<file path="config.mk">
export PLATFORM = sky130hd
export DESIGN_NAME = snd_fetch_dma
export DESIGN_NICKNAME = d
export VERILOG_FILES = /design/src/rtl/snd_dma_pkg.sv /design/src/rtl/snd_slot_timer.sv /design/src/rtl/snd_rate_pacer.sv /design/src/rtl/snd_fetch_dma.sv
export SDC_FILE = /design/constraint.sdc
export NUM_CORES = 1
export LEC_CHECK = 0
export BUFFER_PORTS_ARGS = -buffer_cell sky130_fd_sc_hd__buf_2
export CAP_MARGIN = 20
export CELL_PAD_IN_SITES_DETAIL_PLACEMENT = 0
export CELL_PAD_IN_SITES_GLOBAL_PLACEMENT = 2
export CORE_MARGIN = 1.5
export CORE_UTILIZATION = 38
export CTS_CLUSTER_SIZE = 25
export DETAILED_ROUTE_END_ITERATION = 6
export PLACE_DENSITY = 0.95
export SYNTH_ARGS = -nofsm -noshare
export SYNTH_HDL_FRONTEND = slang
export SYNTH_SLANG_ARGS = --single-unit
</file>
<file path="constraint.sdc">
create_clock -name clk -period 5.8 [get_ports clk]
set_clock_uncertainty 0.1 [all_clocks]
set_input_delay 1.16 -clock clk [delete_from_list [all_inputs] [get_ports clk]]
set_output_delay 1.16 -clock clk [all_outputs]
set_load 0.01 [all_outputs]
</file>
<file path="src/rtl/snd_dma_pkg.sv">
package snd_dma_pkg;
    localparam int CTL_EN  = 7;
    localparam int CTL_DIR = 6;
    localparam int CTL_TGT = 4;
    localparam int CTL_REP = 3;

    typedef enum logic [2:0] {
        OFS_SRC0 = 3'd0,
        OFS_SRC1 = 3'd1,
        OFS_SRC2 = 3'd2,
        OFS_LEN0 = 3'd3,
        OFS_LEN1 = 3'd4,
        OFS_LEN2 = 3'd5,
        OFS_CTRL = 3'd6
    } reg_ofs_e;

    function automatic logic [2:0] rate_divisor(input logic [1:0] code);
        case (code)
            2'd0:    return 3'd1;
            2'd1:    return 3'd2;
            2'd2:    return 3'd4;
            default: return 3'd6;
        endcase
    endfunction
endpackage

</file>
<file path="src/rtl/snd_slot_timer.sv">
module snd_slot_timer #(
    parameter int SLOT_BITS = 7,
    parameter int WIN_START = 117,
    parameter int WIN_LEN   = 7
) (
    input  logic                 clk,
    input  logic                 rst_n,
    output logic [SLOT_BITS-1:0] slot,
    output logic                 win_first,
    output logic                 win_last,
    output logic                 in_win
);
    localparam logic [SLOT_BITS-1:0] FIRST = SLOT_BITS'(WIN_START);
    localparam logic [SLOT_BITS-1:0] LAST  = SLOT_BITS'(WIN_START + WIN_LEN - 1);

    logic [SLOT_BITS-1:0] slot_d, slot_q;

    always_comb slot_d = slot_q + SLOT_BITS'(1);

    always_ff @(posedge clk) begin
        if (!rst_n) slot_q <= '0;
        else        slot_q <= slot_d;
    end

    assign slot      = slot_q;
    assign win_first = (slot_q == FIRST);
    assign win_last  = (slot_q == LAST);
    assign in_win    = (slot_q >= FIRST) && (slot_q <= LAST);
endmodule

</file>
<file path="src/rtl/snd_rate_pacer.sv">
module snd_rate_pacer
    import snd_dma_pkg::*;
(
    input  logic       clk,
    input  logic       rst_n,
    input  logic       base_tick,
    input  logic       restart,
    input  logic [1:0] rate_sel,
    output logic       rate_tick
);
    logic [2:0] cnt_d, cnt_q;
    logic [2:0] last;

    always_comb begin
        last      = rate_divisor(rate_sel) - 3'd1;
        cnt_d     = cnt_q;
        rate_tick = 1'b0;
        if (restart) begin
            cnt_d = '0;
        end else if (base_tick) begin
            if (cnt_q >= last) begin
                cnt_d     = '0;
                rate_tick = 1'b1;
            end else begin
                cnt_d = cnt_q + 3'd1;
            end
        end
    end

    always_ff @(posedge clk) begin
        if (!rst_n) cnt_q <= '0;
        else        cnt_q <= cnt_d;
    end
endmodule

</file>
<file path="src/rtl/snd_fetch_dma.sv">
module snd_fetch_dma
    import snd_dma_pkg::*;
#(
    parameter int ADDR_W    = 20,
    parameter int LEN_W     = 20,
    parameter int SLOT_BITS = 7,
    parameter int WIN_START = 117,
    parameter int WIN_LEN   = 7
) (
    input  logic              clk,
    input  logic              rst_n,
    input  logic              reg_we,
    input  logic [2:0]        reg_addr,
    input  logic [7:0]        reg_wdata,
    output logic [7:0]        reg_rdata,
    input  logic              base_tick,
    output logic              mem_req,
    output logic [ADDR_W-1:0] mem_addr,
    input  logic [7:0]        mem_rdata,
    input  logic              mem_slow,
    output logic              bus_steal,
    output logic              ch_valid,
    output logic [7:0]        ch_data,
    output logic              voice_valid,
    output logic [7:0]        voice_data
);
    localparam int FIELD_W = 24;

    typedef struct packed {
        logic [ADDR_W-1:0] start_addr;
        logic [LEN_W-1:0]  start_len;
        logic [ADDR_W-1:0] cur_addr;
        logic [LEN_W-1:0]  cur_len;
        logic              en;
        logic              dir;
        logic              tgt;
        logic              rep;
        logic [1:0]        rate;
        logic              pending;
        logic              owned;
        logic              ch_v;
        logic              vo_v;
        logic [7:0]        sample;
    } state_t;

    state_t q, d;

    logic [SLOT_BITS-1:0] slot;
    logic win_first, win_last, in_win;
    logic rate_tick, restart, fetch_go;
    logic [FIELD_W-1:0] src_w, len_w, src_n, len_n;

    snd_slot_timer #(
        .SLOT_BITS(SLOT_BITS),
        .WIN_START(WIN_START),
        .WIN_LEN  (WIN_LEN)
    ) i_slot (
        .clk      (clk),
        .rst_n    (rst_n),
        .slot     (slot),
        .win_first(win_first),
        .win_last (win_last),
        .in_win   (in_win)
    );

    snd_rate_pacer i_pacer (
        .clk      (clk),
        .rst_n    (rst_n),
        .base_tick(base_tick),
        .restart  (restart),
        .rate_sel (q.rate),
        .rate_tick(rate_tick)
    );

    assign src_w    = FIELD_W'(q.start_addr);
    assign len_w    = FIELD_W'(q.start_len);
    assign fetch_go = q.en && q.pending && win_first;

    always_comb begin
        src_n = src_w;
        len_n = len_w;
        if (reg_we) begin
            case (reg_addr)
                OFS_SRC0: src_n[7:0]   = reg_wdata;
                OFS_SRC1: src_n[15:8]  = reg_wdata;
                OFS_SRC2: src_n[23:16] = reg_wdata;
                OFS_LEN0: len_n[7:0]   = reg_wdata;
                OFS_LEN1: len_n[15:8]  = reg_wdata;
                OFS_LEN2: len_n[23:16] = reg_wdata;
                default: ;
            endcase
        end
    end

    always_comb begin
        d       = q;
        d.ch_v  = 1'b0;
        d.vo_v  = 1'b0;
        restart = 1'b0;

        if (win_last) d.owned = 1'b0;

        if (fetch_go) begin
            d.owned   = 1'b1;
            d.pending = 1'b0;
            if (mem_slow) begin
                d.en = 1'b0;
            end else begin
                d.sample = mem_rdata;
                d.ch_v   = !q.tgt;
                d.vo_v   = q.tgt;
                d.cur_addr = q.dir ? q.cur_addr - ADDR_W'(1) : q.cur_addr + ADDR_W'(1);
                d.cur_len  = q.cur_len - LEN_W'(1);
                if (q.cur_len == LEN_W'(1)) begin
                    if (q.rep) begin
                        d.cur_addr = q.start_addr;
                        d.cur_len  = q.start_len;
                    end else begin
                        d.en = 1'b0;
                    end
                end
            end
        end

        if (q.en && d.en && rate_tick) d.pending = 1'b1;

        d.start_addr = src_n[ADDR_W-1:0];
        d.start_len  = len_n[LEN_W-1:0];

        if (reg_we && reg_addr == OFS_CTRL) begin
            d.dir  = reg_wdata[CTL_DIR];
            d.tgt  = reg_wdata[CTL_TGT];
            d.rep  = reg_wdata[CTL_REP];
            d.rate = reg_wdata[1:0];
            if (!reg_wdata[CTL_EN]) begin
                d.en      = 1'b0;
                d.pending = 1'b0;
            end else if (!q.en) begin
                d.en       = 1'b1;
                d.pending  = 1'b0;
                d.cur_addr = q.start_addr;
                d.cur_len  = q.start_len;
                restart    = 1'b1;
            end
        end
    end

    always_ff @(posedge clk) begin
        if (!rst_n) q <= '0;
        else        q <= d;
    end

    always_comb begin
        case (reg_addr)
            OFS_SRC0: reg_rdata = src_w[7:0];
            OFS_SRC1: reg_rdata = src_w[15:8];
            OFS_SRC2: reg_rdata = src_w[23:16];
            OFS_LEN0: reg_rdata = len_w[7:0];
            OFS_LEN1: reg_rdata = len_w[15:8];
            OFS_LEN2: reg_rdata = len_w[23:16];
            OFS_CTRL: reg_rdata = {q.en, q.dir, 1'b0, q.tgt, q.rep, 1'b0, q.rate};
            default:  reg_rdata = 8'h00;
        endcase
    end

    assign mem_req     = fetch_go;
    assign mem_addr    = q.cur_addr;
    assign bus_steal   = fetch_go || (q.owned && in_win);
    assign ch_valid    = q.ch_v;
    assign voice_valid = q.vo_v;
    assign ch_data     = q.ch_v ? q.sample : 8'h00;
    assign voice_data  = q.vo_v ? q.sample : 8'h00;
endmodule

</file>
======== Word level (Yosys, flattened, before mapping) ========
Index checks and enable logic that the tools add are counted.
storage, ports and cells
  bits of input ports ..................... 24
  word-level logic and storage cells ...... 92
  register bits after elaboration ......... 108
  output and inout port bits .............. 48
operators by class
  eq/ne operators ......................... 11
  multiplexer cells ....................... 28
  order comparisons ....................... 3
  bitwise gates (word level) .............. 3
  reductions and logical operators ........ 21
  add/subtract/negate cells ............... 6
operator list
  operator                                                              number
  41-bit 2-to-1 mux                                                     3
  40-bit 2-to-1 mux                                                     3
  8-bit one-hot mux with 7 select lines                                 1
  47-bit 2-to-1 mux                                                     1
  20-bit by 1-bit subtractor with 20-bit output, second input constant  2
  20-bit by 1-bit adder with 20-bit output, second input constant       1
  20-bit by 1-bit == test with 1-bit output, second input constant      1
  20-bit 2-to-1 mux                                                     1
  8-bit 2-to-1 mux                                                      2
  7-bit == test, second input constant                                  2
  2-bit AND reduction                                                   7
  1-bit 2-to-1 mux                                                      13
  12-bit 2-to-1 mux                                                     1
  10-bit 2-to-1 mux                                                     1
  3-bit == test, second input constant                                  3
  3-bit one-hot mux with 3 select lines                                 1
  7-bit by 1-bit adder with 7-bit output, second input constant         1
  7-bit >= comparator, second input constant                            1
  7-bit <= comparator, second input constant                            1
  1-bit logical AND                                                     7
  3-bit by 2-bit == test with 1-bit output, second input constant       2
  3-bit by 1-bit adder with 3-bit output, second input constant         1
  3-bit by 1-bit == test with 1-bit output, second input constant       1
  3-bit >= comparator                                                   1
  other kinds (12)                                                      14

======== Logic depth before layout (Yosys ltp) ========
Gate-level depths: netlist of the first run.
  depth in word-level cells ............... 12
  gate-level depth with buffers ........... 10
  depth with buffers taken out ............ 9

======== Hierarchy ========
From an unflattened synthesis of the first run, not the netlist that was laid out.
unflattened totals
  cell total of the unflattened synthesis .. 802
  area, all modules ....................... 6636.4 sq um
modules (own cells, without submodules)
  module          times used  cells an instance  seq. area each (sq um)  area each (sq um)
  snd_fetch_dma   1           734                1961.9                  6009.5
  snd_slot_timer  1           39                 140.1                   350.3
  snd_rate_pacer  1           29                 60.1                    276.5

======== Least setup slack after synthesis of the first run ========
OpenSTA, ideal clock, no wires.
  kind .................................... in2out
  from .................................... input reg_addr[0]
  to ...................................... output reg_rdata[3]
  arrival ................................. 2555 ps
  data required time ...................... 4540 ps
  slack ................................... 1985 ps
  stages on the path ...................... 4
  path buffers ............................ 2
  cell sequence ........................... buf_2 buf_1 mux4_2 mux2_2
between the ends
  cells in the longest elaborated chain, start to end .. 2
RTL lines
  item                                       line                  text
  from (decl)                                snd_fetch_dma.sv:13   input logic [2:0] reg_addr,
  3-bit == test (tied with other cells)      snd_fetch_dma.sv:154  case (reg_addr)
  8-bit one-hot mux with 7 select lines (*)  snd_fetch_dma.sv:154
  to (decl)                                  snd_fetch_dma.sv:15   output logic [7:0] reg_rdata,
Mark *: on every way between the ends. The rest lies on a longest branch, timed or not.

======== Worst setup path in the final report of the first run ========
Ends and elaborated chain as after synthesis.

==> results of run 1 <==
cells by family after synthesis:
group	Yosys count	synth area share
buffers and inverters	74	0.0670
AO/OA/AOI/OAI	226	0.231
flip-flops	108	0.331
adder cells (fa/ha/maj)	27	0.0528
AND/OR/NAND/NOR	311	0.234
multiplexers	28	0.0513
XOR/XNOR	25	0.0335
final timing paths:
path / depth (start not counted) / start / endpoint / slack (ns)
setup / recovery: 4 / reg_addr[0] / reg_rdata[3] / 2.04
hold / removal: 2 / q[3]$_SDFFE_PN0P_ / q[3]$_SDFFE_PN0P_ / 0.37
setup reg to reg: 8 / i_slot.slot[0]$_SDFF_PN0_ / mem_addr[1]$_SDFF_PN0_ / 2.61
hold reg to reg: 2 / q[3]$_SDFFE_PN0P_ / q[3]$_SDFFE_PN0P_ / 0.37
layout by cell type (no fill, tap or decap), types with 3 or more instances in the layout:
master     synthesis  layout
o21a_1             3       3
a22oi_1            7       7
and2_1            30      30
a31oi_1           12      12
nand3_1           25      25
o21ai_0           40      40
or3_1              4       4
buf_4             21       7
o211ai_1           3       3
a21oi_1           53      53
buf_2              8      71
nor2_1            36      36
clkbuf_16          0       9
xnor2_1           15      15
dfxtp_1          108     108
mux2i_1           20      20
nand2_1          137     137
o31ai_1            7       7
nor3_1            11      11
ha_1              26      26
mux4_2             4       4
o211a_1            3       3
nand4_1            5       5
a21boi_0          50      50
inv_1             14      14
mux2_2             4       4
and3_1            11      11
nand2b_1           7       7
a21o_1             9       9
inv_6              0       3
o221ai_1          16      16
nor3b_1            3       3
xor2_1            10      10
nand3b_1           3       3
or4_1              3       3
o221a_2            3       3
nor2b_1           19      19
where the power goes:
group          switching (mW)  internal, mW  leakage [nW]  total (mW)
logic                  0.0785        0.0491          1.83       0.128
registers              0.0178         0.753         0.873       0.771
clock network           0.315         0.303         0.145       0.618
total                   0.411          1.11          2.85        1.52
cell type report:
class | instances | area share
well taps | 220 | 0.0386
clock inverters | 7 | 0.00948
repair buffers | 78 | 0.0572
inverters | 14 | 0.00737
clock buffers | 9 | 0.0316
multi-input cells | 617 | 0.552
flip-flops and latches | 108 | 0.303
registers in the layout, summed over array words and instances (netlist names):
register / flops
mem_addr: 20
len_w: 20
ch_valid: 1
q: 56
i_slot.slot: 7
voice_valid: 1
i_pacer.cnt_q: 3
metrics by stage:
stage / hold WS [ns] / std cells
floorplan: 0.321 / 799
global placement: 0.356 / 1037
CTS: 0.377 / 1053
finish: 0.370 / 1053
global route: 0.419 / 1053
detailed placement: 0.366 / 1037
per-layer routing:
metal  vias up  routed length (um)  track usage
met5         -                   0            0
met4         0                 167       0.0412
met3        15                1120       0.0412
met2       172                8160        0.328
met1      2720                9290        0.312
li1       2889                   -            -
worst max-delay path: cells and delay by family:
| family | cells | cell delay [ns] |
|---|---|---|
| multiplexers | 2 | 0.85 |
| buffers and inverters | 2 | 0.49 |
==> out/qor_table.md, run 1 <==
| Group | Quantity | This run |
| --- | --- | --- |
| route | Average wire length per cell after detail routing | 17.8 um |
| clock tree | Post-CTS Resized | 0 |
| floorplan | Die extent in y | 134 um |
| cells and area | Share of post-route cells with drive strength above 1 | 0.143 |
| place | Setup Slack @ Placement | 1.81 ns |
| clock tree | Clock buffer depth | 2 |
| yosys | Most frequent cell after synthesis | nand2_1 |
| worst setup path | Slowest cell on crit path | mux4_2 |
| floorplan | Count of pins on the block boundary | 72 |
| yosys | Synthesized netlist cell count | 799 |
| timing | Achievable Freq | 0.266 GHz |
| worst setup path | Largest fanout on the critical path | 18 |
| clock tree | Number of sinks handled by clock tree synthesis | 108 |
| cells and area | Synth-to-Final Area Change | 9.03% |
| worst setup path | Critical Path AT | 2.50 ns |
| worst setup path | Kind of critical path | input port to output port |
| worst setup path | Crit. End Element | output port |
| cells and area | Storage cell area | 0.00216 mm^2 |
| worst setup path | CP required | 4.54 ns |
| yosys | Number of synthesized flops with an enable pin | 0 |
| route | Total iterations of the first detailed-routing run | 7 |
| clock tree | Clock insertion delay at the later pin of the skew report | 0.37 ns |
| timing | Post-route fraction of the period consumed by the critical path | 0.648 |
| cells and area | Area of combinational cells with multiple inputs | 0.00394 mm^2 |
| clock tree | Cts hold-fix bufs | 0 |
| outcome | Failing checks | DRC |
| clock tree | Post-CTS setup buffer count | 0 |
| yosys | Mean instance size in the synthesized netlist | 8.18 um^2 |
| cells and area | Final core utilization | 0.427 |
| route | Total Routed Length | 18.7 mm |
| floorplan | Core Region | 0.0167 mm^2 |
| clock tree | Clock tree from TritonCTS | done |
| timing | Final number of max-transition violations | 0 |
| yosys | Sequential-to-total area share from yosys stat | 0.331 |
| timing | Tightest Pin Transition | 1.13 ns |
| place | HPWL after DPL | 13.6 mm |
| yosys | Syn Nets | 850 |
| floorplan | Row count | 47 |
| route | Post-detailed-route count of antenna-violating nets | 0 |
| timing | Hold violation count in the final report | 0 |
| power | Sum of internal, switching and leakage power | 1.52 mW |
| clock tree | Clock H-tree levels | 3 |
| global routing | Initial antenna violation count | 0 |
| route | Via-to-Cell Ratio | 5.50 |
| yosys | Synthesized area | 0.00654 mm^2 |
| yosys | Post-synthesis register bit count | 108 |
| global routing | Wire length of the first global-routing pass | 30.0 mm |
| timing | Final WS setup | 2.04 ns |
| place | DP Area | 0.00684 mm^2 |
| flow run | Maxcap violations | 0 |
| yosys | Fraction of synthesis flops using an asynchronous set or reset pin | 0 |
| floorplan | Effective utilization at floorplan | 0.392 |
| timing | Post-route minimum period | 3.76 ns |
| cells and area | Post-route cell area | 0.00713 mm^2 |
| global routing | Vias in the first global route | 5364 |
| timing | Setup TNS | 0 ns |
| global routing | Pin count of the biggest net entering global routing | 70 |
| place | Weighted congestion reported at the end of routability-driven placement | 0.900 |
| floorplan | Die Wd | 134 um |
| clock tree | Number of buffers created by CTS | 9 |
| global routing | GRT Resource Usage Total | 0.214 |
| timing | Setup repair after global routing missed its margin | no |
| route | Remaining DRCs | 3 |
| place | Buffers added on ports | 71 |
| route | Total number of vias | 5796 |
| route | Iteration-0 DRC Markers | 478 |
| timing | Remaining max-slew budget at the tightest pin | 0.248 |
| yosys | Synth top cells by count | nand2_1 (137), dfxtp_1 (108), a21oi_1 (53) |
| worst setup path | Stage delay of the slowest cell on the critical path | 0.56 ns |
| global routing | Sum of overflow across all layers after global routing | 0 |
| worst setup path | Most prevalent standard cell on the critical path | buf_2 |
| yosys | Dominant cell type by area after synthesis | dfxtp_1 |
| clock tree | Root buffer selected by CTS | clkbuf_16 |
| outcome | Result of the run | complete, but fails checks |
| cells and area | Antenna diode count | 0 |
| floorplan | Die area | 0.0180 mm^2 |
| clock tree | Clock-pin slew on the worst setup and hold paths | 0.08 ns |
| cells and area | Final net count | 879 |
| worst hold path | Classification of the worst-slack hold path | register to register |
| power | Static Leakage | 2.85 nW |
| timing | Setup-failing EPs final | 0 |
| worst setup path | Cell chain of the critical path | buf_2 > mux4_2 > mux2_2 > buf_2 |
| cells and area | Fill cell count | 1775 |
| power | VDD IR-drop max | 171 uV |
| yosys | Fraction of synthesized cell area taken by the top area cell type | 0.331 |
| power | Power density normalized to cell area | 213 mW/mm^2 |
| yosys | Count of distinct cell types in the synthesized netlist | 71 |
| worst setup path | Sort of element at the start of the critical path | input port |
| yosys | Synth top area cells | dfxtp_1 (33%), nand2_1 (7.9%), a21boi_0 (5.7%) |
| yosys | Top flip-flop cell by instance count after synthesis | dfxtp_1 |
| yosys | Number of warnings printed during yosys synthesis | 0 |
No activity file was read; power rests on OpenSTA's default activity.
==> inputs of run 2 (changes only) <==
- ABC_AREA: default -> 1
- CORE_UTILIZATION: 38 -> 33
- PLACE_DENSITY: 0.95 -> 0.92
- clock period: 5.8 -> 3.7 ns (I/O delays scaled with it)
==> run 2 against run 1 <==
Largest cell class unchanged. Critical path depth is 4 higher. Die area increased by 20%. Highest routed layer unchanged. Via count rose by 18%. Total power up 60%. Utilization decreased by 5.7 points. Flip-flop and latch count did not move. Critical path type unchanged. Synthesized area rose by 4.6%. Synthesized cell count is 32% higher. Sequential share of layout area down 1.6 points. The run now ends clean. Sequential power up 58%.
==> out/qor_table.md, run 2 <==
| Group | Quantity | This run |
| --- | --- | --- |
| outcome | Result of the run | complete, no violations |
| route | Average wire length per cell after detail routing | 15.8 um |
| yosys | Number of warnings printed during yosys synthesis | 0 |
| yosys | Top flip-flop cell by instance count after synthesis | dfxtp_1 |
| yosys | Sequential-to-total area share from yosys stat | 0.316 |
| route | Via-to-Cell Ratio | 5.01 |
| power | VDD IR-drop max | 176 uV |
| cells and area | Most flop-heavy register | q |
| worst hold path | Classification of the worst-slack hold path | register to register |
| yosys | Fraction of synthesis flops using an asynchronous set or reset pin | 0 |
| timing | Post-route fraction of the period consumed by the critical path | 0.812 |
| clock tree | Clock-pin slew on the worst setup and hold paths | 0.07 ns |
| worst setup path | Depth of the most critical reg-to-reg path | 12 |
| floorplan | Core Region | 0.0203 mm^2 |
| timing | Setup TNS | 0 ns |
| global routing | Pin count of the biggest net entering global routing | 74 |
| cells and area | Antenna diode count | 0 |
| clock tree | Cts hold-fix bufs | 0 |
| worst hold path | Worst hold start | q[10]$_SDFFE_PN0P_ |
| route | Total iterations of the first detailed-routing run | 5 |
| worst hold path | Terminating pin of the worst hold path | q[10]$_SDFFE_PN0P_ |
| timing | Setup repair after global routing missed its margin | no |
| cells and area | Share of post-route cells with drive strength above 1 | 0.0991 |
| place | Cells after DPL | 1346 |
| worst setup path | Cell chain of the critical path | buf_2 > inv_1 > nor3_2 > inv_1 > o22ai_1 > a221oi_1 > nand2_1 > buf_2 |
| floorplan | Effective utilization at floorplan | 0.337 |
| yosys | Count of distinct cell types in the synthesized netlist | 40 |
| global routing | Initial antenna violation count | 0 |
| timing | Hold violation count in the final report | 0 |
| yosys | Synth top cells by count | nand2_1 (212), a21oi_1 (178), inv_1 (134) |
| yosys | Post-synthesis share of cell area spent on xor and xnor gates | 0.0256 |
| global routing | Vias in the first global route | 6323 |
| cells and area | Cell Count, Final, Fillers Out | 1360 |
| timing | Final number of max-transition violations | 0 |
| floorplan | Die extent in y | 147 um |
| cells and area | Flip-flop count of the largest register after layout | 56 |
| route | Post-detailed-route count of antenna-violating nets | 0 |
| yosys | Dominant cell type by area after synthesis | dfxtp_1 |
| global routing | Wire length of the first global-routing pass | 34.4 mm |
| clock tree | Clock insertion delay at the later pin of the skew report | 0.35 ns |
| yosys | Mean instance size in the synthesized netlist | 6.47 um^2 |
| clock tree | Root buffer selected by CTS | clkbuf_16 |
| cells and area | Most common cell after layout, fill and taps aside | nand2_1 |
| yosys | Dominant combinational cell family by area after synthesis | compound AO/OA/AOI/OAI gates |
| flow run | Maxcap violations | 0 |
| timing | Post-route minimum period | 3.00 ns |
| global routing | Sum of overflow across all layers after global routing | 0 |
| floorplan | Die area | 0.0216 mm^2 |
| yosys | Simple-gate share of the synthesized area | 0.234 |
| worst setup path | Top Family by Delay on Critical Path | simple AND/OR/NAND/NOR gates |
| worst setup path | Reg2reg setup slack | 0.97 ns |
| route | Remaining DRCs | 0 |
| yosys | Arithmetic-cell share of the synthesized area counting full adders, half adders and majority gates | 0.0505 |
| worst setup path | Sort of element at the start of the critical path | input port |
| yosys | Synthesized area | 0.00684 mm^2 |
| worst setup path | Kind of critical path | input port to output port |
| clock tree | Clock buffer depth | 2 |
| route | Iteration-0 DRC Markers | 429 |
| yosys | Synthesized netlist cell count | 1057 |
| power | Power density normalized to cell area | 323 mW/mm^2 |
| yosys | Post-synthesis register bit count | 108 |
| worst setup path | Slowest cell on crit path | nor3_2 |
| cells and area | Final core utilization | 0.370 |
| clock tree | Clock tree from TritonCTS | done |
| worst setup path | CP required | 2.86 ns |
| worst setup path | Stage delay of the slowest cell on the critical path | 0.48 ns |
| yosys | Fraction of synthesized cell area taken by the top area cell type | 0.316 |
| yosys | Number of synthesized flops with an enable pin | 0 |
| yosys | Multiplexer share of the synthesized area | 0 |
| yosys | Most frequent cell after synthesis | nand2_1 |
| power | Static Leakage | 3.45 nW |
| place | HPWL after DPL | 16.3 mm |
| clock tree | Number of sinks handled by clock tree synthesis | 108 |
| route | Total Routed Length | 21.5 mm |
| worst setup path | Critical Path AT | 2.16 ns |
| floorplan | Die Wd | 147 um |
| yosys | Compound-cell area share of the yosys netlist | 0.245 |
| floorplan | Row count | 52 |
| place | Buffers added on ports | 71 |
| floorplan | Count of pins on the block boundary | 72 |
| timing | Remaining max-slew budget at the tightest pin | 0.444 |
| clock tree | Number of buffers created by CTS | 9 |
| cells and area | Most used cells in the layout excluding fill and tap cells | nand2_1 (212), a21oi_1 (178), inv_1 (134) |
| worst setup path | Largest fanout on the critical path | 10 |
| route | Total number of vias | 6817 |
| clock tree | Clock H-tree levels | 3 |
| clock tree | Post-CTS setup buffer count | 0 |
| timing | Setup-failing EPs final | 0 |
| worst setup path | Reg2Reg Capture Point | mem_addr[12]$_SDFF_PN0_ |
| worst setup path | Crit. End Element | output port |
| worst setup path | Bufs and invs on worst path | 4 |
| place | Weighted congestion reported at the end of routability-driven placement | 0.870 |
| cells and area | Final net count | 1138 |
| timing | Worst hold slack | 0.376 ns |
| timing | Tightest Pin Transition | 0.832 ns |
| worst setup path | FF-to-FF Start | q[16]$_SDFFE_PN0P_ |
| worst hold path | Min-Delay Path Depth | 2 |
| clock tree | Post-CTS Resized | 0 |
| global routing | GRT Resource Usage Total | 0.203 |
| timing | Achievable Freq | 0.333 GHz |
| yosys | Synth top area cells | dfxtp_1 (32%), a21oi_1 (13%), nand2_1 (12%) |
| cells and area | Synth-to-Final Area Change | 9.86% |
| yosys | Syn Nets | 1108 |
==> run 2: area by class of cell <==
type / count / area [um^2]
multi-input cells: 748 / 3800
flip-flops and latches: 108 / 2160
clock buffers: 10 / 239
clock inverters: 4 / 26.3
well taps: 270 / 338
repair buffers: 80 / 423
fillers: 2326 / 12800
inverters: 140 / 527
==> run 2: kinds of logic after synthesis <==
group | count (synthesis)
flip-flops | 108
buffers and inverters | 201
AND/OR/NAND/NOR | 382
adder cells (fa/ha/maj) | 27
AO/OA/AOI/OAI | 319
XOR/XNOR | 20
==> run 2: metal layers <==
metal	vias to the layer above	share of wire	track usage
li1	3535	-	-
met1	3098	0.51	0.295
met2	161	0.43	0.311
met3	23	0.049	0.0301
met4	0	0.018	0.0570
met5	-	0	0
==> run 2: tightest hold or removal path: cells and delay by family (launching register included) <==
family | cells | cell delay [ns]
flip-flops | 1 | 0.31
AO/OA/AOI/OAI | 2 | 0.12
==> run 2: worst max path at each step <==
stage	startpoint	end	depth (start not counted)
4_1_cts	reg_addr[1]	reg_rdata[3]	8
2_1_floorplan	reg_addr[1]	reg_rdata[3]	6
3_5_place_dp	reg_addr[1]	reg_rdata[3]	8
6_report	reg_addr[1]	reg_rdata[3]	8
3_3_place_gp	reg_addr[1]	reg_rdata[3]	8
5_1_grt	reg_addr[1]	reg_rdata[3]	8
==> run 2: report_power, final <==
group	total, mW	internal, mW	switching [mW]
logic	0.291	0.0991	0.192
clock network	0.912	0.468	0.443
registers	1.22	1.19	0.0322
total	2.43	1.76	0.667
==> run 2: through the flow <==
stage	area [um^2]	power (mW)	setup slack [ns]
2_1_floorplan	6840	1.45	1.24
3_3_place_gp	7250	1.54	0.709
3_5_place_dp	7250	1.54	0.707
4_1_cts	7510	2.45	0.709
5_1_grt	7510	2.54	0.526
6_report	7510	2.43	0.697
